### config.mk
export PLATFORM = sky130hd
export DESIGN_NAME = i2c_bit_timer
export DESIGN_NICKNAME = d
export VERILOG_FILES = /design/src/rtl/i2c_bt_pkg.sv /design/src/rtl/i2c_bt_fields.sv /design/src/rtl/i2c_bt_seq.sv /design/src/rtl/i2c_bit_timer.sv
export SDC_FILE = /design/constraint.sdc
export NUM_CORES = 1
export LEC_CHECK = 0
export BUFFER_PORTS_ARGS = -buffer_cell sky130_fd_sc_hd__buf_2
export CORE_UTILIZATION = 60
export DETAILED_ROUTE_END_ITERATION = 12
export MAX_ROUTING_LAYER = met4
export PLACE_DENSITY = 0.82
export SLEW_MARGIN = 10
export SYNTH_ARGS = -nofsm -noshare
export SYNTH_HDL_FRONTEND = slang
export SYNTH_SLANG_ARGS = --single-unit
### constraint.sdc
create_clock -name clk -period 5 [get_ports clk]
set_input_delay 0 -clock clk [delete_from_list [all_inputs] [get_ports clk]]
set_output_delay 0 -clock clk [all_outputs]
set_load 0.02 [all_outputs]
### src/rtl/i2c_bt_pkg.sv
package i2c_bt_pkg;

    typedef enum logic [1:0] {
        OP_NONE  = 2'b00,
        OP_START = 2'b01,
        OP_BIT   = 2'b10,
        OP_STOP  = 2'b11
    } bt_op_e;

    typedef enum logic [2:0] {
        ST_IDLE  = 3'd0,
        ST_LEAD  = 3'd1,
        ST_HELD  = 3'd2,
        ST_LOW   = 3'd3,
        ST_WAITH = 3'd4,
        ST_HIGH  = 3'd5,
        ST_FREE  = 3'd6
    } bt_state_e;

endpackage

### src/rtl/i2c_bt_fields.sv
// Splits the three timing words into counter end points and clamped
// change/sample points, all expressed as zero-based cycle indices.
module i2c_bt_fields #(
    parameter int CNT_W      = 16,
    parameter int LOW_EXTRA  = 2,
    parameter int HIGH_EXTRA = 7
) (
    input  logic [2*CNT_W-1:0] hi_word,
    input  logic [2*CNT_W-1:0] lo_word,
    input  logic [2*CNT_W-1:0] gap_word,
    output logic [CNT_W:0]     low_last,
    output logic [CNT_W:0]     high_last,
    output logic [CNT_W:0]     tx_pt,
    output logic [CNT_W:0]     rx_pt,
    output logic [CNT_W:0]     lead_last,
    output logic [CNT_W:0]     free_last
);
    localparam int PW = CNT_W + 1;

    // index 0: SCL low phase, index 1: SCL high phase
    logic [CNT_W-1:0] ph_len [2];
    logic [CNT_W-1:0] ph_pt  [2];
    logic [PW-1:0]    ph_last[2];
    logic [PW-1:0]    ph_at  [2];

    // index 0: START lead-in, index 1: bus-free wait
    logic [CNT_W-1:0] win_len [2];
    logic [PW-1:0]    win_last[2];

    assign ph_len[0]  = lo_word[2*CNT_W-1:CNT_W];
    assign ph_pt[0]   = lo_word[CNT_W-1:0];
    assign ph_len[1]  = hi_word[2*CNT_W-1:CNT_W];
    assign ph_pt[1]   = hi_word[CNT_W-1:0];
    assign win_len[0] = gap_word[CNT_W-1:0];
    assign win_len[1] = gap_word[2*CNT_W-1:CNT_W];

    for (genvar g = 0; g < 2; g++) begin : g_phase
        localparam int EXTRA = (g == 0) ? LOW_EXTRA : HIGH_EXTRA;
        assign ph_last[g] = {1'b0, ph_len[g]} + PW'(EXTRA - 1);
        // a point beyond the phase end fires on the last cycle instead
        assign ph_at[g]   = ({1'b0, ph_pt[g]} > ph_last[g]) ? ph_last[g]
                                                            : {1'b0, ph_pt[g]};
    end

    for (genvar g = 0; g < 2; g++) begin : g_window
        // a zero count still lasts one cycle
        assign win_last[g] = (win_len[g] == '0) ? '0
                                                : {1'b0, win_len[g] - CNT_W'(1)};
    end

    assign low_last  = ph_last[0];
    assign high_last = ph_last[1];
    assign tx_pt     = ph_at[0];
    assign rx_pt     = ph_at[1];
    assign lead_last = win_last[0];
    assign free_last = win_last[1];

endmodule

### src/rtl/i2c_bt_seq.sv
// Bit-level sequencer: one shared counter walks lead-in, low, high and
// bus-free windows; the line drives are registered.
module i2c_bt_seq
    import i2c_bt_pkg::*;
#(
    parameter int CNT_W = 16
) (
    input  logic             clk,
    input  logic             rst_n,
    input  logic [CNT_W:0]   low_last,
    input  logic [CNT_W:0]   high_last,
    input  logic [CNT_W:0]   tx_pt,
    input  logic [CNT_W:0]   rx_pt,
    input  logic [CNT_W:0]   lead_last,
    input  logic [CNT_W:0]   free_last,
    input  logic             req_valid,
    input  logic [1:0]       req_op,
    input  logic             req_bit,
    input  logic             scl_in,
    input  logic             sda_in,
    output logic             scl_drive_low,
    output logic             sda_drive_low,
    output logic             done,
    output logic             rx_bit,
    output logic             busy,
    output logic             ready,
    output bt_state_e        st_o
);
    localparam logic [CNT_W:0] ONE = (CNT_W + 1)'(1);

    typedef struct packed {
        bt_state_e      st;
        logic [CNT_W:0] cnt;
        logic           scl_low;
        logic           sda_low;
        logic           done;
        logic           rx;
        logic           stop;
        logic           txb;
    } seq_t;

    seq_t q, d;
    logic [CNT_W:0] hi_cur;
    logic           hi_live;

    always_comb begin
        d       = q;
        d.done  = 1'b0;
        hi_cur  = (q.st == ST_WAITH) ? '0 : q.cnt;
        hi_live = (q.st == ST_HIGH) || scl_in;

        case (q.st)
            ST_IDLE: begin
                if (req_valid && (req_op == OP_START)) begin
                    d.st      = ST_LEAD;
                    d.cnt     = '0;
                    d.sda_low = 1'b1;
                end
            end
            ST_LEAD: begin
                if (q.cnt == lead_last) begin
                    d.st      = ST_HELD;
                    d.scl_low = 1'b1;
                    d.done    = 1'b1;
                end else begin
                    d.cnt = q.cnt + ONE;
                end
            end
            ST_HELD: begin
                if (req_valid && ((req_op == OP_BIT) || (req_op == OP_STOP))) begin
                    d.st   = ST_LOW;
                    d.cnt  = '0;
                    d.stop = (req_op == OP_STOP);
                    d.txb  = req_bit;
                end
            end
            ST_LOW: begin
                if (q.cnt == tx_pt) begin
                    d.sda_low = q.stop ? 1'b1 : ~q.txb;
                end
                if (q.cnt == low_last) begin
                    d.st      = ST_WAITH;
                    d.cnt     = '0;
                    d.scl_low = 1'b0;
                end else begin
                    d.cnt = q.cnt + ONE;
                end
            end
            ST_WAITH, ST_HIGH: begin
                // the first cycle SCL is seen high is high-phase cycle 0
                if (hi_live) begin
                    if (hi_cur == rx_pt) begin
                        d.rx = sda_in;
                    end
                    if (hi_cur == high_last) begin
                        d.done = 1'b1;
                        d.cnt  = '0;
                        if (q.stop) begin
                            d.st      = ST_FREE;
                            d.sda_low = 1'b0;
                        end else begin
                            d.st      = ST_HELD;
                            d.scl_low = 1'b1;
                        end
                    end else begin
                        d.st  = ST_HIGH;
                        d.cnt = hi_cur + ONE;
                    end
                end
            end
            ST_FREE: begin
                if (q.cnt == free_last) begin
                    d.st = ST_IDLE;
                end else begin
                    d.cnt = q.cnt + ONE;
                end
            end
            default: begin
                d.st = ST_IDLE;
            end
        endcase
    end

    always_ff @(posedge clk or negedge rst_n) begin
        if (!rst_n) begin
            q <= '0;
        end else begin
            q <= d;
        end
    end

    assign scl_drive_low = q.scl_low;
    assign sda_drive_low = q.sda_low;
    assign done          = q.done;
    assign rx_bit        = q.rx;
    assign busy          = (q.st != ST_IDLE);
    assign ready         = (q.st == ST_IDLE) || (q.st == ST_HELD);
    assign st_o          = q.st;

endmodule

### src/rtl/i2c_bit_timer.sv
module i2c_bit_timer
    import i2c_bt_pkg::*;
#(
    parameter int CNT_W      = 16,
    parameter int LOW_EXTRA  = 2,
    parameter int HIGH_EXTRA = 7
) (
    input  logic               clk,
    input  logic               rst_n,
    input  logic [2*CNT_W-1:0] timing_hr,
    input  logic [2*CNT_W-1:0] timing_lt,
    input  logic [2*CNT_W-1:0] timing_gap,
    input  logic               req_valid,
    input  logic [1:0]         req_op,
    input  logic               req_bit,
    input  logic               scl_in,
    input  logic               sda_in,
    output logic               scl_drive_low,
    output logic               sda_drive_low,
    output logic               done,
    output logic               rx_bit,
    output logic               busy,
    output logic               ready
);
    logic [CNT_W:0] low_last, high_last, tx_pt, rx_pt, lead_last, free_last;
    bt_state_e      seq_state;

    i2c_bt_fields #(
        .CNT_W      (CNT_W),
        .LOW_EXTRA  (LOW_EXTRA),
        .HIGH_EXTRA (HIGH_EXTRA)
    ) u_fields (
        .hi_word   (timing_hr),
        .lo_word   (timing_lt),
        .gap_word  (timing_gap),
        .low_last  (low_last),
        .high_last (high_last),
        .tx_pt     (tx_pt),
        .rx_pt     (rx_pt),
        .lead_last (lead_last),
        .free_last (free_last)
    );

    i2c_bt_seq #(
        .CNT_W (CNT_W)
    ) u_seq (
        .clk           (clk),
        .rst_n         (rst_n),
        .low_last      (low_last),
        .high_last     (high_last),
        .tx_pt         (tx_pt),
        .rx_pt         (rx_pt),
        .lead_last     (lead_last),
        .free_last     (free_last),
        .req_valid     (req_valid),
        .req_op        (req_op),
        .req_bit       (req_bit),
        .scl_in        (scl_in),
        .sda_in        (sda_in),
        .scl_drive_low (scl_drive_low),
        .sda_drive_low (sda_drive_low),
        .done          (done),
        .rx_bit        (rx_bit),
        .busy          (busy),
        .ready         (ready),
        .st_o          (seq_state)
    );

endmodule

==> results.txt <==
Total of max-cap violations -> 0
FILL cells -> 911
Top post-synthesis cells by area -> dfrtp_1, ha_1, xnor2_1
Initial antenna violation count -> 0
Worst endpoint required time -> 5.23 ns
Synth Warn # -> 0
Cell Area, Synth -> 6190 um2
Die Span X -> 104 um
Initial Util -> 62.5%
Crit-path max cell delay -> 0.62 ns
Post-synth top area share -> 10.5%
CTS tree -> built
Critical Path, Cell by Cell -> buf_2 > ha_1 > nand4_1 > nor4_1 > xnor2_1 > ha_1 > nand3_1 > nor4_1 > o21ai_0 > a31o_2 > a2111oi_0 > a31oi_1 > or4_1 > or4_1 > nand3_1
Cell Rows -> 36
Crit-path leading delay family -> simple AND/OR/NAND/NOR gates
Mapped Cells -> 871
Unrepaired setup endpoints after global routing -> no
Max Fclk -> 241 MHz
Period utilisation layout -> 83.1%
Worst setup path category -> in -> reg
Most frequent cell after synthesis -> nand2_1
Asr flop ratio synth -> 100%
Clock-pin slew of the registers on the worst-case setup and hold paths -> 0.10 ns
Total number of vias -> 7366
Sum Neg Setup Slack -> 0 ns
Worst Tran Pin Value -> 0.945 ns
Final Instance Area -> 6850 um2
Num CTS Buffers -> 3
Port bufs -> 109
Clock tree root buffer cell -> clkbuf_8
Post-layout nets -> 1087
Core area -> 9910 um2
CTS Hold Bufs -> 4
Residual DRC -> 0
Power Density -> 249 nW/um2
Vias in the first global route -> 6522
Pre-CTS setup slack -> 0.652 ns
Initial DRT Pass Iterations -> 6
H-tree levels -> 1
Grt ovf -> 0
Arrival time worst endpoint -> 4.38 ns
Pleak -> 2.83 nW
Endpoint class of the critical path -> register
Final setup violation count -> 0
Final WL -> 20400 um
Postcts setup bufs -> 0
Area leader, netlist -> dfrtp_1
Sequential share of the synthesized area -> 10.5%
Final worst-path setup slack -> 0.845 ns
Ports -> 110
Synthesis-stage register bit count -> 26
Netlist cell types -> 72
Post-DR wirelength/cell -> 19.0 um
FF/Latch Area -> 651 um2
Die H -> 104 um
Via density -> 6.84
Post-route ant nets -> 0
Sink Count -> 26
Buffer depth of the longest clock path -> 2
Pin count of the biggest net entering global routing -> 28
Mean Syn Cell Area -> 7.11 um2
Fin. max-slew vios -> 0
Worst path bufs/invs -> 1
Hold Crit Class -> in -> reg
CP max-delay cell -> nor4_1
Fin. Hold Viols -> 0
Post-synth top cells -> nand2_1, nor2_1, xnor2_1
Multi-input gate area -> 5140 um2
Post-synth EDFFs -> 0
Synth Flop Type -> dfrtp_1
Antenna cells -> 0
Max-slew headroom -> 37.0%
Worst setup SP type -> input pin
GRT Total Usage -> 38.3%
Crit path max fanout -> 13
Layout Cells excl Fill -> 1077
VDD IR-drop max -> 0.000155 V
Placed cell count -> 1069
Post-CTS sizing -> 0
Layout cells sized above 1 -> 15.5%
Fin crit period -> 4.16 ns
Clock skew -> 0.00849 ns
DP Wirelength -> 15800 um
Syn Nets -> 1013
Outcome -> finished clean
Gp weighted congestion -> 1.00
Clock Latency Late Sink -> 0.28 ns
Post-layout util -> 69.2%
Global-route wire length before repair -> 32700 um
Area growth syn-to-layout -> 10.7%
DRT iter0 DRCs -> 807
Placed cell area -> 6760 um2
Die area -> 10700 um2
cell type report:
type                            instances  share of cell area (%)
Clock buffer                            4                   0.803
Multi-Input combinational cell        743                    75.1
Sequential cell                        26                    9.49
Timing Repair Buffer                  122                    9.53
Tap cell                              133                    2.43
Inverter                               49                    2.68
flip-flops by register name (all words and copies together), names as in the netlist:
| signal | count |
|---|---|
| u_seq.sda_drive_low | 1 |
| u_seq.scl_drive_low | 1 |
| u_seq.rx_bit | 1 |
| u_seq.done | 1 |
| u_seq.st_o | 3 |
| u_seq.q | 19 |
report_power, final:
part,leakage [nW],switching [mW],internal [mW],total (mW)
Sequential,0.348,0.161,0.250,0.411
Combinational,2.46,0.705,0.447,1.15
Clock,0.0288,0.0741,0.0707,0.145
Total,2.83,0.940,0.768,1.71
cells in the final DEF (no fill, tap or decap), types with 23 or more instances in the layout:
cell type and count:
a21oi_1 46, buf_2 109, dfrtp_1 26, ha_1 38, inv_1 46, nand2_1 71, nand3_1 40, nand4_1 31
nor2_1 64, nor3_1 33, nor4_1 35, o21ai_0 39, xnor2_1 51, xor2_1 23
tightest hold or removal path, cell delays in order:
cell	delay (ns)
buf_2	0.11
nand4_1	0.11
mux2_2	0.16
metrics by stage:
| step | hold WS (ns) | power, mW |
|---|---|---|
| 4_1_cts | 0.137 | 1.66 |
| 5_1_grt | 0.161 | 1.81 |
| 3_3_place_gp | 0.0283 | 1.50 |
| 3_5_place_dp | 0.0298 | 1.51 |
| 2_1_floorplan | -0.296 | 1.18 |
| 6_report | 0.135 | 1.71 |
cells by family (layout without fill, tap and decap cells):
group                    Yosys count  in the layout  share of synthesized area (%)
AND/OR/NAND/NOR                  380            380                           33.4
AO/OA/AOI/OAI                    213            213                           23.3
buffers and inverters            102            175                           6.49
XOR/XNOR                          83             83                           13.8
adder cells (fa/ha/maj)           38             38                           7.68
multiplexers                      29             29                           4.85
flip-flops                        26             26                           10.5
metal layers:
layer	global-route usage (%)	share of wire (%)
met5	-	0
met4	16.0	3.9
met1	50.3	41
met3	5.92	11
met2	58.5	44
worst paths after layout:
kind	startpoint	endpoint	slack [ns]	cells after the start
min	req_op[1]	u_seq.q[0]$_DFFE_PN0P_	0.14	3
min reg2reg	u_seq.rx_bit$_DFFE_PN0P_	u_seq.rx_bit$_DFFE_PN0P_	0.52	1
max in group asynchronous	rst_n	u_seq.q[8]$_DFFE_PN0P_	4.34	2
max	timing_lt[16]	u_seq.sda_drive_low$_DFFE_PN0P_	0.84	15
max reg2reg	u_seq.q[13]$_DFFE_PN0P_	u_seq.q[13]$_DFFE_PN0P_	0.99	10
min in group asynchronous	rst_n	u_seq.q[0]$_DFFE_PN0P_	0.26	2
Note: power is estimated with default switching activity, not from simulation.
